===== src/rtl/itmr_pkg.sv =====
package itmr_pkg;
    // control word bit positions (software visible layout)
    localparam int unsigned BIT_RLD  = 1;
    localparam int unsigned BIT_FLAG = 2;
    localparam int unsigned BIT_IEN  = 3;
    localparam int unsigned BIT_OVW  = 4;
    localparam int unsigned BIT_FRZ  = 5;
    localparam int unsigned BIT_LOAD = 6;
    localparam int unsigned BIT_STEP = 7;
    localparam int unsigned BIT_HALT = 8;

    localparam int unsigned ADDR_W = 2;
    localparam logic [ADDR_W-1:0] ADR_MOD = 2'd0;
    localparam logic [ADDR_W-1:0] ADR_CNT = 2'd1;
    localparam logic [ADDR_W-1:0] ADR_CTL = 2'd2;

    typedef struct packed {
        logic halt;
        logic frz;
        logic ovw;
        logic ien;
        logic flag;
        logic rld;
    } ctl_t;
endpackage


===== src/rtl/itmr_cnt_path.sv =====
module itmr_cnt_path #(
    parameter int unsigned CNT_W = 16
) (
    input  logic [CNT_W-1:0] cnt_i,
    input  logic [CNT_W-1:0] mod_i,
    input  logic             rld_i,
    input  logic             run_i,
    input  logic             step_i,
    output logic [CNT_W-1:0] cnt_o,
    output logic             expire_o
);
    localparam logic [CNT_W-1:0] ONE = CNT_W'(1);

    logic at_floor;
    logic step_ok;

    always_comb begin
        at_floor = (cnt_i <= ONE);
        step_ok  = step_i && !at_floor;
        expire_o = run_i && (cnt_i == ONE);
        if (run_i) begin
            cnt_o = (rld_i && at_floor) ? mod_i : cnt_i - ONE;
        end else if (step_ok) begin
            cnt_o = cnt_i - ONE;
        end else begin
            cnt_o = cnt_i;
        end
    end
endmodule


===== src/rtl/itmr_rdmux.sv =====
module itmr_rdmux
    import itmr_pkg::*;
#(
    parameter int unsigned CNT_W  = 16,
    parameter int unsigned DATA_W = 32
) (
    input  logic              rd_en_i,
    input  logic [ADDR_W-1:0] addr_i,
    input  logic [CNT_W-1:0]  mod_i,
    input  logic [CNT_W-1:0]  cnt_i,
    input  ctl_t              ctl_i,
    output logic [DATA_W-1:0] rdata_o
);
    logic [DATA_W-1:0] ctl_word;

    always_comb begin
        ctl_word           = '0;
        ctl_word[BIT_HALT] = ctl_i.halt;
        ctl_word[BIT_FRZ]  = ctl_i.frz;
        ctl_word[BIT_OVW]  = ctl_i.ovw;
        ctl_word[BIT_IEN]  = ctl_i.ien;
        ctl_word[BIT_FLAG] = ctl_i.flag;
        ctl_word[BIT_RLD]  = ctl_i.rld;

        rdata_o = '0;
        if (rd_en_i) begin
            unique case (addr_i)
                ADR_MOD: rdata_o = DATA_W'(mod_i);
                ADR_CNT: rdata_o = DATA_W'(cnt_i);
                ADR_CTL: rdata_o = ctl_word;
                default: rdata_o = '0;
            endcase
        end
    end
endmodule


===== src/rtl/itmr_top.sv =====
module itmr_top
    import itmr_pkg::*;
#(
    parameter int unsigned CNT_W  = 16,
    parameter int unsigned DATA_W = 32
) (
    input  logic              clk_i,
    input  logic              rst_ni,
    input  logic              tick_en_i,
    input  logic              dbg_i,
    input  logic [ADDR_W-1:0] addr_i,
    input  logic [DATA_W-1:0] wdata_i,
    input  logic              wr_en_i,
    input  logic              rd_en_i,
    output logic [DATA_W-1:0] rdata_o,
    output logic              irq_o
);
    typedef struct packed {
        logic [CNT_W-1:0] modv;
        logic [CNT_W-1:0] cnt;
        ctl_t             ctl;
    } state_t;

    state_t st_q, st_d;

    logic [CNT_W-1:0] cnt_q;
    logic [CNT_W-1:0] mod_q;
    ctl_t             ctl_q;
    logic             wr_mod;
    logic             wr_ctl;
    logic             run;
    logic             step_req;
    logic [CNT_W-1:0] cnt_nx;
    logic             expire;

    assign cnt_q = st_q.cnt;
    assign mod_q = st_q.modv;
    assign ctl_q = st_q.ctl;

    assign wr_mod   = wr_en_i && (addr_i == ADR_MOD);
    assign wr_ctl   = wr_en_i && (addr_i == ADR_CTL);
    assign run      = tick_en_i && !ctl_q.halt && !(ctl_q.frz && dbg_i);
    assign step_req = wr_ctl && ctl_q.halt && wdata_i[BIT_HALT] && wdata_i[BIT_STEP];

    itmr_cnt_path #(.CNT_W(CNT_W)) u_cnt (
        .cnt_i    (cnt_q),
        .mod_i    (mod_q),
        .rld_i    (ctl_q.rld),
        .run_i    (run),
        .step_i   (step_req),
        .cnt_o    (cnt_nx),
        .expire_o (expire)
    );

    always_comb begin
        st_d     = st_q;
        st_d.cnt = cnt_nx;
        if (wr_ctl) begin
            st_d.ctl.halt = wdata_i[BIT_HALT];
            st_d.ctl.frz  = wdata_i[BIT_FRZ];
            st_d.ctl.ovw  = wdata_i[BIT_OVW];
            st_d.ctl.ien  = wdata_i[BIT_IEN];
            st_d.ctl.rld  = wdata_i[BIT_RLD];
            if (wdata_i[BIT_FLAG]) begin
                st_d.ctl.flag = 1'b0;
            end
            if (wdata_i[BIT_LOAD]) begin
                st_d.cnt = st_q.modv;
            end
        end
        if (wr_mod) begin
            st_d.modv = wdata_i[CNT_W-1:0];
            if (ctl_q.ovw) begin
                st_d.cnt = wdata_i[CNT_W-1:0];
            end
        end
        if (expire) begin
            st_d.ctl.flag = 1'b1;
        end
    end

    always_ff @(posedge clk_i or negedge rst_ni) begin
        if (!rst_ni) begin
            st_q <= '0;
        end else begin
            st_q <= st_d;
        end
    end

    itmr_rdmux #(.CNT_W(CNT_W), .DATA_W(DATA_W)) u_rd (
        .rd_en_i (rd_en_i),
        .addr_i  (addr_i),
        .mod_i   (mod_q),
        .cnt_i   (cnt_q),
        .ctl_i   (ctl_q),
        .rdata_o (rdata_o)
    );

    assign irq_o = ctl_q.flag && ctl_q.ien;
endmodule


===== config.mk =====
export PLATFORM = sky130hd
export DESIGN_NAME = itmr_top
export DESIGN_NICKNAME = d
export VERILOG_FILES = /design/src/rtl/itmr_pkg.sv /design/src/rtl/itmr_cnt_path.sv /design/src/rtl/itmr_rdmux.sv /design/src/rtl/itmr_top.sv
export SDC_FILE = /design/constraint.sdc
export NUM_CORES = 1
export LEC_CHECK = 0
export ABC_AREA = 0
export BUFFER_PORTS_ARGS = -buffer_cell sky130_fd_sc_hd__buf_2
export CAP_MARGIN = 20
export CORE_ASPECT_RATIO = 0.8
export CORE_MARGIN = 3
export CORE_UTILIZATION = 35
export CTS_CLUSTER_SIZE = 25
export DETAILED_ROUTE_END_ITERATION = 8
export GPL_TIMING_DRIVEN = 1
export SETUP_SLACK_MARGIN = 0.4
export SYNTH_ARGS = -nofsm -noshare
export SYNTH_HDL_FRONTEND = slang
export SYNTH_SLANG_ARGS = --single-unit
export TNS_END_PERCENT = 20

===== constraint.sdc =====
create_clock -name clk_i -period 5.1 [get_ports clk_i]
set_input_delay 1.275 -clock clk_i [delete_from_list [all_inputs] [get_ports clk_i]]
set_output_delay 1.275 -clock clk_i [all_outputs]
set_load 0.03 [all_outputs]

== Word-level counts from Yosys, hierarchy flattened ==
Index checks and enable logic that the tools add are counted.
W data, S select, Z words.

* Divide/modulo/power cells: 0
* Mux-type cells: 11
* Order comparisons: 1
* Reductions and logical operators: 19
* Bitwise operators: 0
* Multipliers: 0
* Shift-type cells: 0
* Add/sub/neg operators: 1
* Equality and inequality tests: 3

{| class="wikitable"
|+ Operator list
! cell !! count
|-
| $mux W16 || 6
|-
| $pmux W16 S3 || 1
|-
| $mux W32 || 1
|-
| $mux W22 || 1
|-
| $eq A16 B1 Y1 const B || 1
|-
| $le A16 B1 Y1 const B || 1
|-
| $sub A16 B1 Y16 const B || 1
|-
| $logic_and A1 B1 Y1 || 12
|-
| $reduce_bool A2 Y1 || 2
|-
| $logic_not A1 Y1 || 3
|-
| $eq A2 B1 Y1 const B || 1
|-
| $eq A2 B2 Y1 const B || 1
|-
| $logic_not A2 Y1 || 1
|-
| $mux W1 || 2
|-
| $reduce_and A2 Y1 || 1
|}

* Word-level logic and storage cells: 43
* Memory bits (read-only): 0
* Bits in registers: 38
* Memories: 0
* Input bits: 40
* Bits in latches: 0
* Memory bits (writable): 0

== Logic depth before layout (Yosys ltp) ==
Gate-level depths: netlist (run 1).

* Depth after elaboration: 12
* Gate-level depth with buffers: 9
* Gate-level depth less buffers: 7

== Cells and area by module ==
A second synthesis (run 1) with hierarchy kept.

* Cell total of the unflattened synthesis: 329
* Area total of the unflattened synthesis: 3065.4 µm²

{| class="wikitable"
|+ By module, submodules not included
! module !! area an instance (µm²) !! instances !! cells an instance
|-
| itmr_top || 1625.3 || 1 || 127
|-
| itmr_cnt_path || 959.7 || 1 || 136
|-
| itmr_rdmux || 480.5 || 1 || 66
|}

== Worst setup path after synthesis (run 1) ==
OpenSTA, ideal clock, no wires.

* Path kind: input port to output port
* From: in addr_i[0]
* To: out rdata_o[0]
* Setup slack: 1308 ps
* Data required time: 3825 ps
* Cell stages on the path: 4
* Arrival: 2517 ps
* Cells stage by stage: clkbuf_1 -> buf_1 -> mux2i_1 -> nor2_1

* Longest elaborated chain between the ends: 3

{| class="wikitable"
|+ Ends and longest elaborated chain
! item !! RTL line !! source
|-
| start, declared || itmr_top.sv:11 || <nowiki>input logic [ADDR_W-1:0] addr_i,</nowiki>
|-
| $eq A2 B2 Y1 (tied with other cells) || itmr_rdmux.sv:27 || <nowiki>unique case (addr_i)</nowiki>
|-
| $pmux W16 S3 * || itmr_rdmux.sv:27 ||
|-
| $mux W32 * || itmr_rdmux.sv:26 || <nowiki>if (rd_en_i) begin</nowiki>
|-
| end, declared || itmr_top.sv:15 || <nowiki>output logic [DATA_W-1:0] rdata_o,</nowiki>
|}

Every way passes the cells marked *; elsewhere a longest branch is shown, timed or not.

== Final worst setup path (run 1) ==
* From: in addr_i[0]
* To: out rdata_o[3]

Same word-level chain as after synthesis.

==> metrics list, run 1 <==
- Of the synthesized area, sequential elements account for 0.3240.
- Combined area of all synthesized cells: 2935 um2
- The number of global-route vias before repair came to 2476.
* Initial Util: 0.3644
* Core box area: approximately 8000 um2
- Worst setup timing slack at the placement stage: roughly 1.1 ns
* Net switching power: 520.9 uW
- Fin nets: roughly 390
* CTS Buffer Depth: 2
- CTS Buf Count: 5
- Before antenna repair, the detailed router went through 4 iterations.
* Fin crit share: 0.7807
* Leakage power summed over all cells: 1.408 nW
- Post-CTS Hold Buffers: 0
- In the global route stage, overall resource usage came out at 0.1736.
* Peak supply drop: 0.1491 mV
- Hold is met by roughly 0.52 ns.
- Once placement finished, the instance area stood at 3124 um2.
- Mapped Cells: 327
- Routability congestion estimate: 0.9441
* Clock slew at reported path FFs: roughly 0.09 ns
- Most frequent standard cell in the layout excluding fill and tap cells: buf_2
* Predominant post-synthesis flop cell: dfrtp_1
- WL final: 8130 um
- Pin placement for this block handled 73 I/O pins.
* Worst relative slew slack: 0.4019
- Post-Route Skew: between 0.01 and 0.015 ns
- The signal on the critical path passes through buf_2, nor2b_1, nand2_1, o21ai_0, and2_1, buf_2.
* Share of final-layout standard cells stronger than drive strength 1: 0.2408
* Final cell count without fillers: 461
* Max stage delay cell, worst path: nor2b_1
- Power spread over the standard cell area amounts to 406.2 nW/um2.
* Final number of hold-violating endpoints: 0
- Synth warn: 0
- I/O Buffers: 40
- Summed over all instances, the cell type with the most area after synthesis is dfrtp_1.
- Remaining global-route overflow: 0
- Critical Path AT: 2.71 ns
- Counting flops with a built-in enable in the synthesized netlist gives 0.
- By instance count, the cell type seen most on the critical path is buf_2.
* Maximum net fanout on the critical path: 20
- In this run, distinct cell masters in the synthesized netlist total 63.
- The clock reaches the later pin of the worst-skew pair after 0.29 ns.
- DIE AREA: 9528 um2
- Relative area change from synthesis to final layout: 11.30%
- At the pin with the least slew margin, the transition time is 0.8971 ns.
* Total via count after detailed routing: 2595
- HPWL after detailed placement: approximately 5800 um
- STA puts the critical path data required time at 3.83 ns.
- By area the synthesized netlist is led by dfrtp_1 32%, mux2i_1 8.2%, mux2_2 8.1%.
* Die extent in y: 87.91 um
- With fillers left out, the area of the finished cells amounts to around 3300 um2.
- After detailed routing, the number of remaining DRC violations is 0.
- Dividing the detail-routed via count by the number of cells gives 5.629.
* Max-cap violation count: 0
- Largest incremental delay on the critical path: 0.47 ns
- For this run, the share of the core covered by cells in the final layout is 0.4056.
* Upper clock frequency limit: roughly 0.25 GHz
- For this run, asynchronously set or reset flops after synthesis account for 1.000.
- Synthesized area per cell: 8.976 um2
* Most frequent cells in the layout: 40 x buf_2, 38 x dfrtp_1, 33 x nand2_1, 24 x mux2i_1
- The H-tree was split into 2 levels.
- Finish-stage setup viols: 0
- The die is approximately 110 um wide.
- Outcome: finished, final reports clean
- Clock Power Share: 0.245
- Of the total power, combinational logic draws 0.380.
* Internal Pwr Total: 805.9 uW
* Filler cell count in the final layout: ~820
- Net Sw Frac: 0.3926
- Detailed router's first-iteration violation count: 203
* # Post-CTS Setup Buffers: 0
- Root cell of the clock tree: clkbuf_8
* CTS tree: built
- In this run the core area contains 29 standard-cell rows.
* Post-detailed-route wirelength per cell: 17.64 um
- Initial antenna violation count: 0
* Count of state elements after synthesis: 38
- Once detail routing completed, the nets flagged for antenna violations numbered 0.
* Synth top area share: 0.3240
- Summed over all failing endpoints, the final setup total negative slack is 0 ns.
- Endpoint kind of the worst setup timing path: primary output
- Setup repair after global routing left no endpoint under its margin.
* Number of pins with negative max-slew slack in the final report: 0
* Final worst path period need: 3.982 ns
- The number of antenna diodes in the final layout is 0.
- The clock net in this run drives a total of 38 sinks.
- The completed layout was analyzed and its total power is 1.327 mW.
- The first global-routing pass estimated 13120 um of wire.
- Once the clock tree was built, the resizer swapped 0 gates to a different size.
* Launching element type of the critical path: input pin
* Kind of critical path: in -> out
- The number of placed instances, taps included, is 453.
* Share of total power in sequential cells: 0.375
* Class of the tightest hold or removal check: reg -> reg
* Largest net degree at the start of global routing: 39
- Final worst-path setup slack: 1.118 ns
## power groups by stage
stage	Clock [mW]	Combinational, mW	Sequential [mW]
2_1_floorplan	0	0.439	0.445
3_3_place_gp	0	0.484	0.497
3_5_place_dp	0	0.496	0.499
4_1_cts	0.330	0.502	0.494
5_1_grt	0.343	0.560	0.515
6_report	0.326	0.504	0.497
## Yosys cell counts, types with 5 or more instances
library cell	count
and2_1	8
clkbuf_1	16
nor2_1	21
nand2_1	33
nand2b_1	8
or3_1	5
buf_4	16
o21ai_0	16
or4_1	7
o221ai_1	6
a21oi_1	10
mux2i_1	24
o21ai_1	5
nand3_1	8
dfrtp_1	38
a211oi_1	8
nand4_1	5
mux2_2	21
xnor2_1	5
## logic make-up after synthesis
kind of cell,synth area share
flops,0.3240
simple gates,0.2229
buf+inv,0.08355
compound gates,0.1773
xor+xnor,0.01492
other cells,0.001278
mux,0.1675
fa+ha+maj,0.008524
## layout make-up
type	instances	area (um2)	share of cell area
Clock buffer	6	82.58	0.02528
Clock inverter	2	60.06	0.01838
Inverter	4	15.01	0.004596
Multi-Input combinational cell	260	1800	0.5511
Sequential cell	38	950.9	0.2911
Tap cell	108	135.1	0.04136
Timing Repair Buffer	43	222.7	0.06817
## sequential cells by signal, summed over array words and instances, names as in the netlist
name / flops
cnt_q: 16
ctl_q: 6
mod_q: 16
## metal layers
layer | vias to the layer above | share of wire | global-route usage
met1 | 1266 | 0.51 | 0.2632
met2 | 92 | 0.43 | 0.2647
li1 | 1225 | - | -
met5 | - | 0 | 0
met3 | 12 | 0.059 | 0.03021
met4 | 0 | 0.0068 | 0.02408
## critical path: cells and delay by family
| family | cells | cell delay, ns |
|---|---|---|
| buf+inv | 2 | 0.62 |
| compound gates | 1 | 0.09 |
| simple gates | 3 | 0.73 |
## worst paths after layout
path,slack [ns],cells after the start,end,start
min reg2reg,0.52,2,ctl_q[1]$_DFFE_PN0P_,ctl_q[1]$_DFFE_PN0P_
max reg2reg,2.26,5,cnt_q[7]$_DFF_PN0_,cnt_q[10]$_DFF_PN0_
min in group asynchronous,1.11,1,mod_q[13]$_DFFE_PN0P_,rst_ni
min,0.52,2,ctl_q[1]$_DFFE_PN0P_,ctl_q[1]$_DFFE_PN0P_
max,1.12,6,rdata_o[3],addr_i[0]
max in group asynchronous,3.43,1,mod_q[8]$_DFFE_PN0P_,rst_ni
No activity file was read; power rests on OpenSTA's default activity.
==> run 2, diff against run 1 <==
- clock period: 5.1 -> 3.55 ns (I/O delays scaled with it)
==> run 2 against run 1 <==
Final cell count rose by 1.3%. Wire length fell by 2.0%. First-iteration DRC count down 6.4%. Die area is the same. Sequential power up 43%. Register-to-register slack lost 1.3 ns. Critical endpoint unchanged.
==> metrics list, run 2 (synthesized netlist as in run 1, its figures left out) <==
* Outcome: finished, final reports clean
- Tracing the worst setup path back leads to its startpoint at addr_i[0].
- The path with the worst hold slack has its endpoint at ctl_q[1]$_DFFE_PN0P_.
- The final-report max-slew violation count came to 0.
* P per Cell Area: between 500 and 600 nW/um2
- The floorplan step set the die width to 108.4 um.
- Setup violations remaining at the end of the flow were counted as 0.
- Peak supply drop: ~0.22 mV
- CTS Buf Count: 5
- Maximum net fanout on the critical path: 13
- The share of total power dissipated in the clock network is 0.182.
* HPWL after detailed placement: 5924 um
- Source of the worst hold timing path: ctl_q[1]$_DFFE_PN0P_
- Setup repair after global routing left no endpoint under its margin.
* Net switching power: 732.9 uW
* Upper clock frequency limit: 0.3462 GHz
* Combinational group share of total power: 0.412
* Final worst-path setup slack: 0.6614 ns
- Kind of critical path: in -> out
- Total via count after detailed routing: 2590
- CTS-repair resized insts: 0
- Overall routing resource usage: 0.1709
- Clock tree synthesis found a total of 38 sinks.
- Counting along the longest clock path gives a buffer depth of 2.
* Max-cap violation count: 0
- In the final layout, flip-flops and latches occupy 950.9 um2.
- Standard cell area after detailed placement: 3169 um2
- The layout has 836 filler cells.
- Clock network latency to the later pin of the worst-skew pair: about 0.30 ns
- The count of nets left with antenna violations once routing finished came out at 0.
- Entering global routing, the biggest net connects 39 pins.
- Final number of hold-violating endpoints: 0
- Fin crit share: 0.8137
- Initial antenna violation count: 0
* Worst R2R Path Depth: 6
* Share of final-layout standard cells stronger than drive strength 1: 0.2535
- The worst hold path passes through 2 cells.
* Origin of the critical flop-to-flop path: cnt_q[10]$_DFF_PN0_
- After routing, the total negative slack on setup checks comes to 0 ns.
* Placement Rows: 29
- Initial Util: 0.3644
- Top-level I/O count: between 70 and 80
- Most frequent cells in the layout: 40 x buf_2, 38 x dfrtp_1, 33 x nand2_1, 24 x mux2i_1
* Detailed-routing iteration count for the pre-antenna-repair pass: 4
- Launching element type of the critical path: input pin
* Die extent in y: 87.91 um
- Post-CTS Hold Buffers: 0
- The H-tree was split into 2 levels.
- Global-route wire length before repair: 12810 um
- Post-detailed-route wirelength per cell: 17.07 um
- Routability-driven placement finished with a final weighted congestion of about 0.92.
* Net Sw Frac: 0.4184
- Clock slew at reported path FFs: 0.08 ns
- Count of antenna diodes in the layout: 0
- Endpoint kind of the worst setup timing path: primary output
- The die covers around 9500 um2.
- Final cell count without fillers: 467
* Worst reg2reg path endpoint: cnt_q[5]$_DFF_PN0_
- Core box area: 8055 um2
- Share of total power in sequential cells: 0.407
- The completed layout was analyzed and its total power is 1.752 mW.
* Class of the tightest hold or removal check: reg -> reg
* Leakage power summed over all cells: 1.414 nW
* Remaining global-route overflow: 0
* Detailed router's first-iteration violation count: 190
- Number of vias per cell: 5.546
* Worst relative slew slack: 0.4203
- After the last flow step, the layout net total stands at 400.
- The number of global-route vias before repair was 2397.
* Multi-input logic area: 1803 um2
- From synthesis to final layout, the design area changed by 11.17%.
- Once layout is done, the placed cells without fillers occupy 3263 um2.
- Internal Pwr Total: 1.019 mW
- Instance count after placement with tap cells included: 459
* I/O Buffers: 40
* Final worst path period need: 2.889 ns
* Worst setup timing slack at the placement stage: 0.5600 ns
- # Post-CTS Setup Buffers: 0
- Critical Path AT: around 2.0 ns
- Leaving out fill and tap cells, the most frequent cell in the layout is buf_2.
- Root cell of the clock tree: clkbuf_8
- At the worst endpoint, the required time is 2.66 ns.
- # DRC: 0
* Worst reg-to-reg setup slack: 0.93 ns
- For the pin with the worst max-slew slack, the measured transition is 0.8695 ns.
- Post-Route Skew: 0.01158 ns
* WL final: 7970 um
* CTS tree: built
## run 2: cell count changes in the layout (fill, tap and decap cells not counted), sizes merged
| cell | previous run | this run |
|---|---|---|
| bufinv | 2 | 0 |
| clkbuf | 6 | 7 |
| buf | 43 | 49 |
| clkinv | 0 | 1 |
## run 2: critical path, cell delays in order
cell and delay (ns):
buf_2 0.25, nor2b_2 0.35, nand2_1 0.09, o21ai_0 0.09, and2_1 0.14, buf_2 0.19
## run 2: worst max-delay path by stage
stage	endpoint	slack, ns	depth (start not counted)
floorplan	rdata_o[0]	0.53	4
global placement	rdata_o[1]	0.55	6
detailed placement	rdata_o[3]	0.56	6
CTS	rdata_o[3]	0.56	6
global route	rdata_o[3]	0.48	6
finish	rdata_o[3]	0.66	6
## run 2: power by group through the flow
| stage | combinational (mW) | clock [mW] | sequential [mW] |
|---|---|---|---|
| after floorplan | 0.631 | 0 | 0.639 |
| after global placement | 0.701 | 0 | 0.712 |
| after detailed placement | 0.713 | 0 | 0.718 |
| after CTS | 0.719 | 0.325 | 0.708 |
| after global routing | 0.797 | 0.343 | 0.736 |
| final | 0.721 | 0.318 | 0.712 |
## run 2: cell type report
| type | instances | area share |
|---|---|---|
| multi-input combinational | 260 | 0.5525 |
| sequential | 38 | 0.2914 |
| timing repair buffer | 49 | 0.08206 |
| tap | 108 | 0.04141 |
| clock buffer | 7 | 0.02646 |
| inverter | 4 | 0.004601 |
| clock inverter | 1 | 0.001534 |
## run 2: metal layers
layer / global-route usage / share of wire
met1: 0.2624 / 0.50
met2: 0.2528 / 0.43
met3: 0.03242 / 0.068
met4: 0.02752 / 0.0031
met5: 0 / 0
## run 2: metrics by stage
step | hold WS [ns] | utilization
6_report | 0.5080 | 0.4051
5_1_grt | 0.5474 | 0.4051
4_1_cts | 0.5153 | 0.4048
3_5_place_dp | 0.4977 | 0.3934
3_3_place_gp | 0.4744 | 0.3934
2_1_floorplan | 0.4499 | -
